### src/rtl/pdec_pkg.sv
package pdec_pkg;

  typedef enum logic [1:0] {
    SGN_BAD = 2'd0,
    SGN_POS = 2'd1,
    SGN_NEG = 2'd2
  } sgn_class_e;

  localparam logic [3:0] NIB_NEG      = 4'hD;
  localparam logic [3:0] NIB_POS_PREF = 4'hF;
  localparam logic [3:0] NIB_POS_STD  = 4'hC;

  localparam int FLG_LT = 3;
  localparam int FLG_GT = 2;
  localparam int FLG_EQ = 1;
  localparam int FLG_OV = 0;

  function automatic sgn_class_e classify(input logic [3:0] nib);
    sgn_class_e c;
    case (nib)
      4'hA, 4'hC, 4'hE, 4'hF: c = SGN_POS;
      4'hB, 4'hD:             c = SGN_NEG;
      default:                c = SGN_BAD;
    endcase
    return c;
  endfunction

endpackage

### src/rtl/pdec_operand_chk.sv
module pdec_operand_chk #(
  parameter int DIGITS = 31
) (
  input  logic [4*DIGITS+3:0] opnd,
  output logic [4*DIGITS-1:0] mag,
  output logic                neg,
  output logic                ok,
  output logic                zero
);
  import pdec_pkg::*;

  localparam int MW = 4 * DIGITS;

  logic [DIGITS-1:0] dig_bad;
  sgn_class_e        cls;

  for (genvar i = 0; i < DIGITS; i++) begin : g_dig
    assign dig_bad[i] = (opnd[4*i+4 +: 4] > 4'd9);
  end

  assign cls  = classify(opnd[3:0]);
  assign mag  = opnd[MW+3:4];
  assign neg  = (cls == SGN_NEG);
  assign ok   = (cls != SGN_BAD) && ~|dig_bad;
  assign zero = ~|mag;

endmodule

### src/rtl/pdec_magcmp.sv
module pdec_magcmp #(
  parameter int DIGITS = 31
) (
  input  logic [4*DIGITS-1:0] x,
  input  logic [4*DIGITS-1:0] y,
  output logic                gt,
  output logic                eq
);
  // Scan from the most significant digit; the first differing digit decides.
  always_comb begin
    gt = 1'b0;
    eq = 1'b1;
    for (int i = DIGITS - 1; i >= 0; i--) begin
      if (eq) begin
        if (x[4*i +: 4] > y[4*i +: 4]) begin
          gt = 1'b1;
          eq = 1'b0;
        end else if (x[4*i +: 4] < y[4*i +: 4]) begin
          eq = 1'b0;
        end
      end
    end
  end

endmodule

### src/rtl/pdec_bcd_addsub.sv
module pdec_bcd_addsub #(
  parameter int DIGITS = 31
) (
  input  logic [4*DIGITS-1:0] x,
  input  logic [4*DIGITS-1:0] y,
  input  logic                sub,
  output logic [4*DIGITS-1:0] sum,
  output logic                cout
);
  // Subtraction is x + nines-complement(y) + 1; the caller keeps x >= y.
  logic [DIGITS:0] cy;

  assign cy[0] = sub;

  for (genvar i = 0; i < DIGITS; i++) begin : g_d
    logic [3:0] yd;
    logic [4:0] raw;
    assign yd         = sub ? (4'd9 - y[4*i +: 4]) : y[4*i +: 4];
    assign raw        = {1'b0, x[4*i +: 4]} + {1'b0, yd} + {4'b0, cy[i]};
    assign cy[i+1]    = (raw > 5'd9);
    assign sum[4*i +: 4] = cy[i+1] ? (raw[3:0] + 4'd6) : raw[3:0];
  end

  assign cout = cy[DIGITS];

endmodule

### src/rtl/pdec_subtract.sv
module pdec_subtract #(
  parameter int DIGITS = 31
) (
  input  logic                clk,
  input  logic                rst,
  input  logic                start,
  input  logic [4*DIGITS+3:0] minuend,
  input  logic [4*DIGITS+3:0] subtrahend,
  input  logic                pos_pref,
  output logic                done,
  output logic [4*DIGITS+3:0] diff,
  output logic [3:0]          cond
);
  import pdec_pkg::*;

  localparam int W  = 4 * DIGITS + 4;
  localparam int MW = 4 * DIGITS;

  // Stage 1: operand capture
  logic         s1_vld;
  logic [W-1:0] s1_a;
  logic [W-1:0] s1_b;
  logic         s1_pref;

  always_ff @(posedge clk) begin
    if (rst) begin
      s1_vld  <= 1'b0;
      s1_a    <= '0;
      s1_b    <= '0;
      s1_pref <= 1'b0;
    end else begin
      s1_vld <= start;
      if (start) begin
        s1_a    <= minuend;
        s1_b    <= subtrahend;
        s1_pref <= pos_pref;
      end
    end
  end

  // Operand decode
  logic [MW-1:0] a_mag, b_mag;
  logic          a_neg, b_neg, a_ok, b_ok, a_zero, b_zero;

  pdec_operand_chk #(.DIGITS(DIGITS)) u_chk_a (
    .opnd(s1_a), .mag(a_mag), .neg(a_neg), .ok(a_ok), .zero(a_zero)
  );
  pdec_operand_chk #(.DIGITS(DIGITS)) u_chk_b (
    .opnd(s1_b), .mag(b_mag), .neg(b_neg), .ok(b_ok), .zero(b_zero)
  );

  // Magnitude compare
  logic a_gt, a_eq;
  pdec_magcmp #(.DIGITS(DIGITS)) u_cmp (
    .x(a_mag), .y(b_mag), .gt(a_gt), .eq(a_eq)
  );

  // Effective operation: differing signs add magnitudes, equal signs subtract
  logic          eff_add, swap;
  logic [MW-1:0] x_mag, y_mag, sum_mag;
  logic          cout;

  assign eff_add = (a_neg != b_neg);
  assign swap    = !eff_add && !(a_gt || a_eq);
  assign x_mag   = swap ? b_mag : a_mag;
  assign y_mag   = swap ? a_mag : b_mag;

  pdec_bcd_addsub #(.DIGITS(DIGITS)) u_add (
    .x(x_mag), .y(y_mag), .sub(!eff_add), .sum(sum_mag), .cout(cout)
  );

  logic       ops_ok, exact_zero, res_neg, ovf;
  logic [3:0] sgn_nib;
  logic [3:0] cond_nxt;
  logic [W-1:0] diff_nxt;

  assign ops_ok     = a_ok && b_ok;
  assign exact_zero = eff_add ? (a_zero && b_zero) : a_eq;
  assign ovf        = eff_add && cout;
  assign res_neg    = !exact_zero && (eff_add ? a_neg : (a_gt ? a_neg : !b_neg));
  assign sgn_nib    = res_neg ? NIB_NEG : (s1_pref ? NIB_POS_PREF : NIB_POS_STD);

  always_comb begin
    cond_nxt = '0;
    if (!ops_ok) begin
      cond_nxt[FLG_OV] = 1'b1;
    end else if (exact_zero) begin
      cond_nxt[FLG_EQ] = 1'b1;
    end else begin
      cond_nxt[FLG_LT] = res_neg;
      cond_nxt[FLG_GT] = !res_neg;
      cond_nxt[FLG_OV] = ovf;
    end
  end

  assign diff_nxt = ops_ok ? {sum_mag, sgn_nib} : '0;

  // Stage 2: result registers
  always_ff @(posedge clk) begin
    if (rst) begin
      done <= 1'b0;
      diff <= '0;
      cond <= '0;
    end else begin
      done <= s1_vld;
      if (s1_vld) begin
        diff <= diff_nxt;
        cond <= cond_nxt;
      end
    end
  end


  latency_chk: assert property (@(posedge clk) disable iff (rst)
    start |-> ##2 done);


  bad_operand_chk: assert property (@(posedge clk) disable iff (rst)
    (s1_vld && !(a_ok && b_ok)) |=> (cond == 4'b0001));


  zero_result_chk: assert property (@(posedge clk) disable iff (rst)
    (done && cond[FLG_EQ]) |->
      (cond == 4'b0010 && diff[W-1:4] == '0 && diff[3:0] != NIB_NEG));


  neg_sign_chk: assert property (@(posedge clk) disable iff (rst)
    (done && cond[FLG_LT]) |->
      (diff[3:0] == NIB_NEG && !cond[FLG_GT] && !cond[FLG_EQ]));


  pos_sign_chk: assert property (@(posedge clk) disable iff (rst)
    (done && cond[FLG_GT]) |->
      (diff[3:0] == NIB_POS_PREF || diff[3:0] == NIB_POS_STD));

endmodule

### config.mk
export PLATFORM = sky130hd
export DESIGN_NAME = pdec_subtract
export DESIGN_NICKNAME = d
export VERILOG_FILES = /design/src/rtl/pdec_pkg.sv /design/src/rtl/pdec_operand_chk.sv /design/src/rtl/pdec_magcmp.sv /design/src/rtl/pdec_bcd_addsub.sv /design/src/rtl/pdec_subtract.sv
export SDC_FILE = /design/constraint.sdc
export NUM_CORES = 2
export LEC_CHECK = 0
export BUFFER_PORTS_ARGS = -buffer_cell sky130_fd_sc_hd__buf_4
export CAP_MARGIN = 5
export CELL_PAD_IN_SITES_DETAIL_PLACEMENT = 1
export CELL_PAD_IN_SITES_GLOBAL_PLACEMENT = 1
export CORE_MARGIN = 2
export CORE_UTILIZATION = 44
export DETAILED_ROUTE_END_ITERATION = 10
export GPL_ROUTABILITY_DRIVEN = 1
export GPL_TIMING_DRIVEN = 0
export PLACE_DENSITY_LB_ADDON = 0.1
export SLEW_MARGIN = 0
export SYNTH_ARGS = -nofsm -noshare
export SYNTH_HDL_FRONTEND = slang
export SYNTH_SLANG_ARGS = --single-unit
### constraint.sdc
create_clock -name clk -period 55.1 [get_ports clk]
set_input_delay 5.51 -clock clk [delete_from_list [all_inputs] [get_ports clk]]
set_output_delay 5.51 -clock clk [all_outputs]
set_load 0.02 [all_outputs]
# Word-level counts from Yosys, hierarchy flattened

Index checks and enable logic that the tools add are counted.

Bits of input ports: 260
Register bits after elaboration: 391

Eq/ne operators: 15
Add/sub/neg operators: 124
Multiplexer cells: 230
Magnitude comparators: 155
Reductions and logical operators: 27

Operators with widths:

| kind                                               | count |
|---|---|
| > comparator 4 bit, second input constant          | 62 |
| two-way mux 124 bit                                | 2 |
| two-way mux 4 bit                                  | 62 |
| OR reduction 124 bit                               | 2 |
| two-way mux 1 bit                                  | 159 |
| adder 4 x 4 -> 5 bit                               | 31 |
| adder 5 x 1 -> 5 bit                               | 31 |
| > comparator 5 x 4 -> 1 bit, second input constant | 31 |
| two-way mux 128 bit                                | 1 |
| adder 4 x 3 -> 4 bit, second input constant        | 31 |
| > comparator 4 bit                                 | 31 |
| < comparator 4 bit                                 | 31 |
| subtractor 4 bit, first input constant             | 31 |
| OR reduction 31 bit                                | 2 |
| == test 4 bit, second input constant               | 12 |
| logical NOT 1 bit                                  | 9 |
| one-hot mux 2 bit (2 select lines)                 | 2 |
| OR reduction 4 bit                                 | 2 |
| logical AND 1 bit                                  | 7 |
| two-way mux 2 bit                                  | 3 |
| == test 2 bit, second input constant               | 2 |
| nonzero test 2 bit                                 | 2 |
| OR reduction 2 bit                                 | 2 |
| two-way mux 3 bit                                  | 1 |
| 2 further kinds                                    | 2 |

# Longest topological paths before layout

Depth after elaboration: 134
Mapped depth: 239

# Modules after synthesis

A second synthesis with hierarchy kept.

Cell total of the unflattened synthesis: 3,524
Area total of the unflattened synthesis: 31,798.0 sq um

By module, submodules not included:

| module           | instances | cells each | area an instance (sq um) |
|---|---|---|---|
| pdec_subtract    | 1         | 1,563      | 17,277.8 |
| pdec_bcd_addsub  | 1         | 1,053      | 8,272.9 |
| pdec_magcmp      | 1         | 488        | 3,349.5 |
| pdec_operand_chk | 2         | 210        | 1,448.9 |

# Least setup slack after synthesis

OpenSTA, ideal clock, no wires.

Kind: reg-to-reg
Start point: reg s1_b[61]
End point: reg diff[127]
Cell stages (with the launch flop): 240
Required time: 54.972 ns
Library setup time: 0.128 ns
Data arrival time: 45.734 ns
Slack: 9.239 ns
Cell sequence: dfxtp_1 -> inv_1 -> ha_1 -> nand4_1 -> or3_4 -> a2111oi_2 -> nand4_1 -> nor4_1 -> o211ai_1 -> and3_1 -> buf_2 -> nand2_1 -> buf_2 -> buf_2 -> mux2i_1 -> ha_1 -> nor2_1 -> nor2_1 -> [204 not listed] -> fa_1 -> inv_1 -> fa_1 -> xnor2_1 -> and2_1 -> o21ai_0 -> inv_1 -> fa_1 -> inv_1 -> fa_1 -> inv_1 -> ha_1 -> a22oi_1 -> a221oi_1 -> nor2_1 -> xor2_1 -> a22oi_1 -> nor2_1

Cells in the longest elaborated chain, start to end: 102
Elaborated cells on any way between the ends: 217
Classes of those cells: 94 x add/sub; 34 x order compare; 82 x mux; 7 x reduce/logical

Ends and longest elaborated chain:

| element                                                             | RTL line                                     | RTL |
|---|---|---|
| from (decl)                                                         | pdec_subtract.sv:22                          | `logic [W-1:0] s1_b;` |
| from (signal assigned)                                              | pdec_subtract.sv:35                          | `s1_b <= subtrahend;` |
| > comparator 4 bit or < comparator 4 bit (tied branches)            | pdec_magcmp.sv:15, pdec_magcmp.sv:18         |  |
| two-way mux 1 bit, on equally long branches                         | pdec_magcmp.sv:15, pdec_magcmp.sv:18         |  |
| two-way mux 1 bit, on equally long branches                         | pdec_magcmp.sv:14, pdec_magcmp.sv:15         |  |
| two-way mux 1 bit, on equally long branches                         | pdec_magcmp.sv:15, pdec_magcmp.sv:14         |  |
| two-way mux 1 bit                                                   | pdec_magcmp.sv:14                            | `if (eq) begin` |
| two-way mux 1 bit                                                   | pdec_magcmp.sv:15                            | `if (x[4*i +: 4] > y[4*i +: 4]) begin` |
| two-way mux 1 bit                                                   | pdec_magcmp.sv:14                            |  |
| two-way mux 1 bit                                                   | pdec_magcmp.sv:15                            |  |
| [86 not listed]                                                     | --                                           |  |
| adder 5 x 1 -> 5 bit                                                | pdec_bcd_addsub.sv:19                        | `assign raw = {1'b0, x[4*i +: 4]} + {1'b0, yd} + {4'b0, cy[i]};` |
| > comparator 5 x 4 -> 1 bit                                         | pdec_bcd_addsub.sv:20                        | `assign cy[i+1] = (raw > 5'd9);` |
| adder 5 x 1 -> 5 bit                                                | pdec_bcd_addsub.sv:19                        |  |
| > comparator 5 x 4 -> 1 bit                                         | pdec_bcd_addsub.sv:20                        |  |
| adder 5 x 1 -> 5 bit                                                | pdec_bcd_addsub.sv:19                        |  |
| adder 4 x 3 -> 4 bit or > comparator 5 x 4 -> 1 bit (tied branches) | pdec_bcd_addsub.sv:21, pdec_bcd_addsub.sv:20 |  |
| two-way mux 4 bit                                                   | pdec_bcd_addsub.sv:21                        | `assign sum[4*i +: 4] = cy[i+1] ? (raw[3:0] + 4'd6) : raw[3:0];` |
| two-way mux 128 bit (*)                                             | pdec_subtract.sv:96                          | `assign diff_nxt = ops_ok ? {sum_mag, sgn_nib} : '0;` |
| to (signal assigned)                                                | pdec_subtract.sv:107                         | `diff <= diff_nxt;` |
| to (decl)                                                           | pdec_subtract.sv:11                          | `output logic [4*DIGITS+3:0] diff,` |

Every way passes the cells marked *; elsewhere a longest branch is shown, timed or not.
A chain may end at the register's enable or synchronous reset.

# Final worst setup path

Start point: reg s1_b[101]
End point: reg diff[127]

Cells in the longest elaborated chain, start to end: 122
Elaborated cells on any way between the ends: 247
Classes of those cells: 94 x add/sub; 34 x order compare; 112 x mux; 7 x reduce/logical

Ends and longest elaborated chain:

| element                                                             | RTL line |
|---|---|
| > comparator 4 bit or < comparator 4 bit (tied branches)            | pdec_magcmp.sv:15, pdec_magcmp.sv:18 |
| two-way mux 1 bit, on equally long branches                         | pdec_magcmp.sv:15, pdec_magcmp.sv:18 |
| two-way mux 1 bit, on equally long branches                         | pdec_magcmp.sv:14, pdec_magcmp.sv:15 |
| two-way mux 1 bit, on equally long branches                         | pdec_magcmp.sv:15, pdec_magcmp.sv:14 |
| two-way mux 1 bit                                                   | pdec_magcmp.sv:14 |
| two-way mux 1 bit                                                   | pdec_magcmp.sv:15 |
| two-way mux 1 bit                                                   | pdec_magcmp.sv:14 |
| two-way mux 1 bit                                                   | pdec_magcmp.sv:15 |
| [106 not listed]                                                    | -- |
| adder 5 x 1 -> 5 bit                                                | pdec_bcd_addsub.sv:19 |
| > comparator 5 x 4 -> 1 bit                                         | pdec_bcd_addsub.sv:20 |
| adder 5 x 1 -> 5 bit                                                | pdec_bcd_addsub.sv:19 |
| > comparator 5 x 4 -> 1 bit                                         | pdec_bcd_addsub.sv:20 |
| adder 5 x 1 -> 5 bit                                                | pdec_bcd_addsub.sv:19 |
| adder 4 x 3 -> 4 bit or > comparator 5 x 4 -> 1 bit (tied branches) | pdec_bcd_addsub.sv:21, pdec_bcd_addsub.sv:20 |
| two-way mux 4 bit                                                   | pdec_bcd_addsub.sv:21 |
| two-way mux 128 bit (*)                                             | pdec_subtract.sv:96 |

Marked as above.

==> results by group <==
Global routing
  – Aggregate global-route resource usage: 36.9%
  – Pin count of the biggest net entering global routing: 13
  – Antenna violations before repair: 6
  – Vias in the first global route: 28,869
  – First-pass GRT wire length: 185 mm
  – GRT overflow: 0

Logic synthesis
  – Ys async rst share: 0%
  – Synthesized area: 0.0283 mm²
  – Yosys warning count: 0
  – Synth top area share: 27.6%
  – Synth cell types: 67
  – Syn Area/Cell: 8.23 µm²
  – Yosys top cell by area: dfxtp_1
  – Ranking of synthesized cells by area: dfxtp_1, mux2i_1, ha_1, nor2_1, o21ai_0
  – Synth Net Count: 4,040
  – Predominant post-synthesis flop cell: dfxtp_1
  – Top-count cell post-synth: nor2_1
  – Synth cell count leaders: nor2_1, dfxtp_1, mux2i_1
  – Sequential-to-total area share from yosys stat: 27.6%
  – Number of synthesized register bits: 390
  – EDFF count, synth: 0
  – Synth Instances: 3,439

Timing
  – Tmin final: 51.82 ns
  – Total negative slack: 0 ns
  – Worst slew margin: -2.38%
  – Final period util: 94.0%
  – F_max: 0.0193 GHz
  – Final Slew Violations: 11
  – Worst-Margin Slew: 1.54 ns
  – Worst hold slack: 0.462 ns
  – Endpoints failing setup: 0
  – Clock Skews: 0.0226 ns
  – RSZ-0062 raised after global routing: no
  – Post-route setup slack: 3.28 ns
  – Final Hold Fails: 0

Power
  – Sw Share: 43.2%
  – Clock network power share: 23.6%
  – Power Internal: 0.000751 W
  – VDD IR-drop max: 0.0209 mV
  – Part of the power in registers: 24.5%
  – Leak: 15.5 nW
  – Psw: 0.000571 W
  – Comb power frac: 51.9%
  – PwrDens: 39.0 mW/mm²

Placement
  – Placed cells: 4,686
  – I/O Buffers: 390
  – Gpl congestion: 0.995
  – Dpl hpwl: 101 mm
  – Pre-CTS WS: 1.67 ns

Floorplanning
  – Site row count: 93
  – DIE AREA: 0.0664 mm²
  – DIE WIDTH: 258 µm
  – Die height: 258 µm
  – Core Region: 0.0640 mm²
  – IO Count: 393
  – Initial Util: 44.2%

Critical path
  – Reg2reg path depth: 238
  – Startpoint types: flop
  – Worst setup EP type: flop
  – Slowest CP cell: dfxtp_1
  – CP arrival: 52.28 ns
  – Reg2reg end: diff[127]
  – Most used cell, CP: inv_1
  – CP Data Required Time: 55.56 ns
  – Setup Crit Path Kind: reg2reg
  – Slowest cell delay on critical path: 0.62 ns
  – Worst reg2reg setup slack: 3.28 ns
  – Worst R2R Start: s1_b[101]
  – Worst-path fanout max: 10

Clock tree
  – Clock slew at reported path FFs: 0.06 ns
  – CTS tree: yes
  – Worst-Skew Late Latency: 0.61 ns
  – Hold buffers post-CTS: 0
  – Num CTS Buffers: 44
  – Clock Sinks: 390
  – H-tree levels: 2
  – Clock Path Buffers: 3
  – Root buf cell: clkbuf_16

Layout
  – Layout Utilization: 53.0%
  – Nets: 4,478
  – Non-Filler Instances: 4,768
  – Area Growth Syn to Fin: 19.7%
  – Share of layout cells above drive strength 1: 13.0%

Hold path
  – Worst Hold Launch: diff[32]
  – Hold Crit Class: reg2reg
  – Worst hold endpoint: diff[32]
  – Worst hold stages: 2

Route
  – Drt pass-1 iters: 8
  – Drt wl/cell: 26.6 µm
  – DR vias: 28,681
  – Routed Antenna Nets: 0
  – Residual DRC count: 0
  – Avg Vias per Cell: 6.02
  – DRT iter0 DRCs: 2,357
  – WL final: 127 mm

Status
  – Status: finished with violations
  – Failing checks: capacitance limit, slew limit

Run
  – Number of max-cap violations: 1
-- repair_timing --
action	CTS	global route
setup endpoints to repair	0	8
resized for setup	0	28
setup buffers	0	0
hold endpoints to repair	0	0
-- power groups by stage --
| stage | Sequential (W) | Clock (W) | Combinational (W) |
|---|---|---|---|
| 2_1_floorplan | 0.000313 | 0 | 0.000485 |
| 3_3_place_gp | 0.000328 | 0 | 0.000646 |
| 3_5_place_dp | 0.000328 | 0 | 0.000664 |
| 4_1_cts | 0.000322 | 0.000314 | 0.000672 |
| 5_1_grt | 0.000324 | 0.000325 | 0.000760 |
| 6_report | 0.000324 | 0.000311 | 0.000687 |
-- worst max path at each step --
stage                     cells past startpoint         to       from
after floorplan                             239  diff[127]   s1_b[61]
after global placement                      239  diff[127]   s1_b[61]
after detailed placement                    239  diff[127]   s1_b[61]
after CTS                                   239  diff[127]   s1_b[61]
after global routing                        239  diff[127]   s1_b[63]
final                                       238  diff[127]  s1_b[101]
-- routing by layer --
metal / vias up / GRT usage [%] / share of wire (%)
li1: 12977 / - / -
met1: 14306 / 47.6 / 42
met2: 1093 / 60.9 / 46
met3: 303 / 5.45 / 6.8
met4: 2 / 16.8 / 5.1
met5: - / 0 / 0.010
-- state kept, by name (all words and copies together), names as in the netlist --
name	count
diff	127
s1_b	128
s1_a	128
done	1
s1_pref	1
cond	4
s1_vld	1
-- cells in the final DEF (no fill, tap or decap), types with 118 or more instances in the layout --
cell type,netlist,routed
inv_1,282,282
nor2_1,406,406
a21oi_1,204,204
buf_4,7,397
dfxtp_1,390,388
o21ai_0,259,239
ha_1,280,280
mux2i_1,382,382
nand2_1,252,252
clkbuf_1,109,118
-- cells by family (layout without fill, tap and decap cells) --
logic type,count (synthesis),after routing,share of synthesized area [%]
AOI/OAI and AO/OA,744,744,16.0
DFF,390,390,27.6
buffers and inverters,448,920,6.13
adders and majority gates,341,341,16.7
and+or+nand+nor,1038,1038,17.1
other,0,2,0
muxes,382,382,13.5
xor gates and xnor gates,96,96,2.97
-- critical path, delay by kind of cell (launching register included) --
family | cells | cell delay [ns]
multiplexers | 1 | 0.13
AND/OR/NAND/NOR | 39 | 8.00
XOR/XNOR | 18 | 3.52
adder cells (fa/ha/maj) | 63 | 21.95
buffers and inverters | 77 | 8.62
flip-flops | 1 | 0.62
AO/OA/AOI/OAI | 40 | 8.78
-- cell type report --
| cell class | count | area, µm² |
|---|---|---|
| multi-input cells | 2601 | 18800 |
| clock buffers | 67 | 1310 |
| clock inverters | 13 | 184 |
| repair buffers | 392 | 2960 |
| well taps | 855 | 1070 |
| plain buffers | 166 | 683 |
| diodes | 2 | 5.00 |
| inverters | 282 | 1060 |
| fillers | 7784 | 30100 |
| flip-flops and latches | 390 | 7810 |
-- through the flow --
stage,power (W),instance area (µm²)
after detailed placement,0.000992,32300
after floorplan,0.000798,28300
final,0.00132,33900
after CTS,0.00131,33800
after global routing,0.00141,33900
after global placement,0.000974,32300
(Power assumes the default switching activity.)
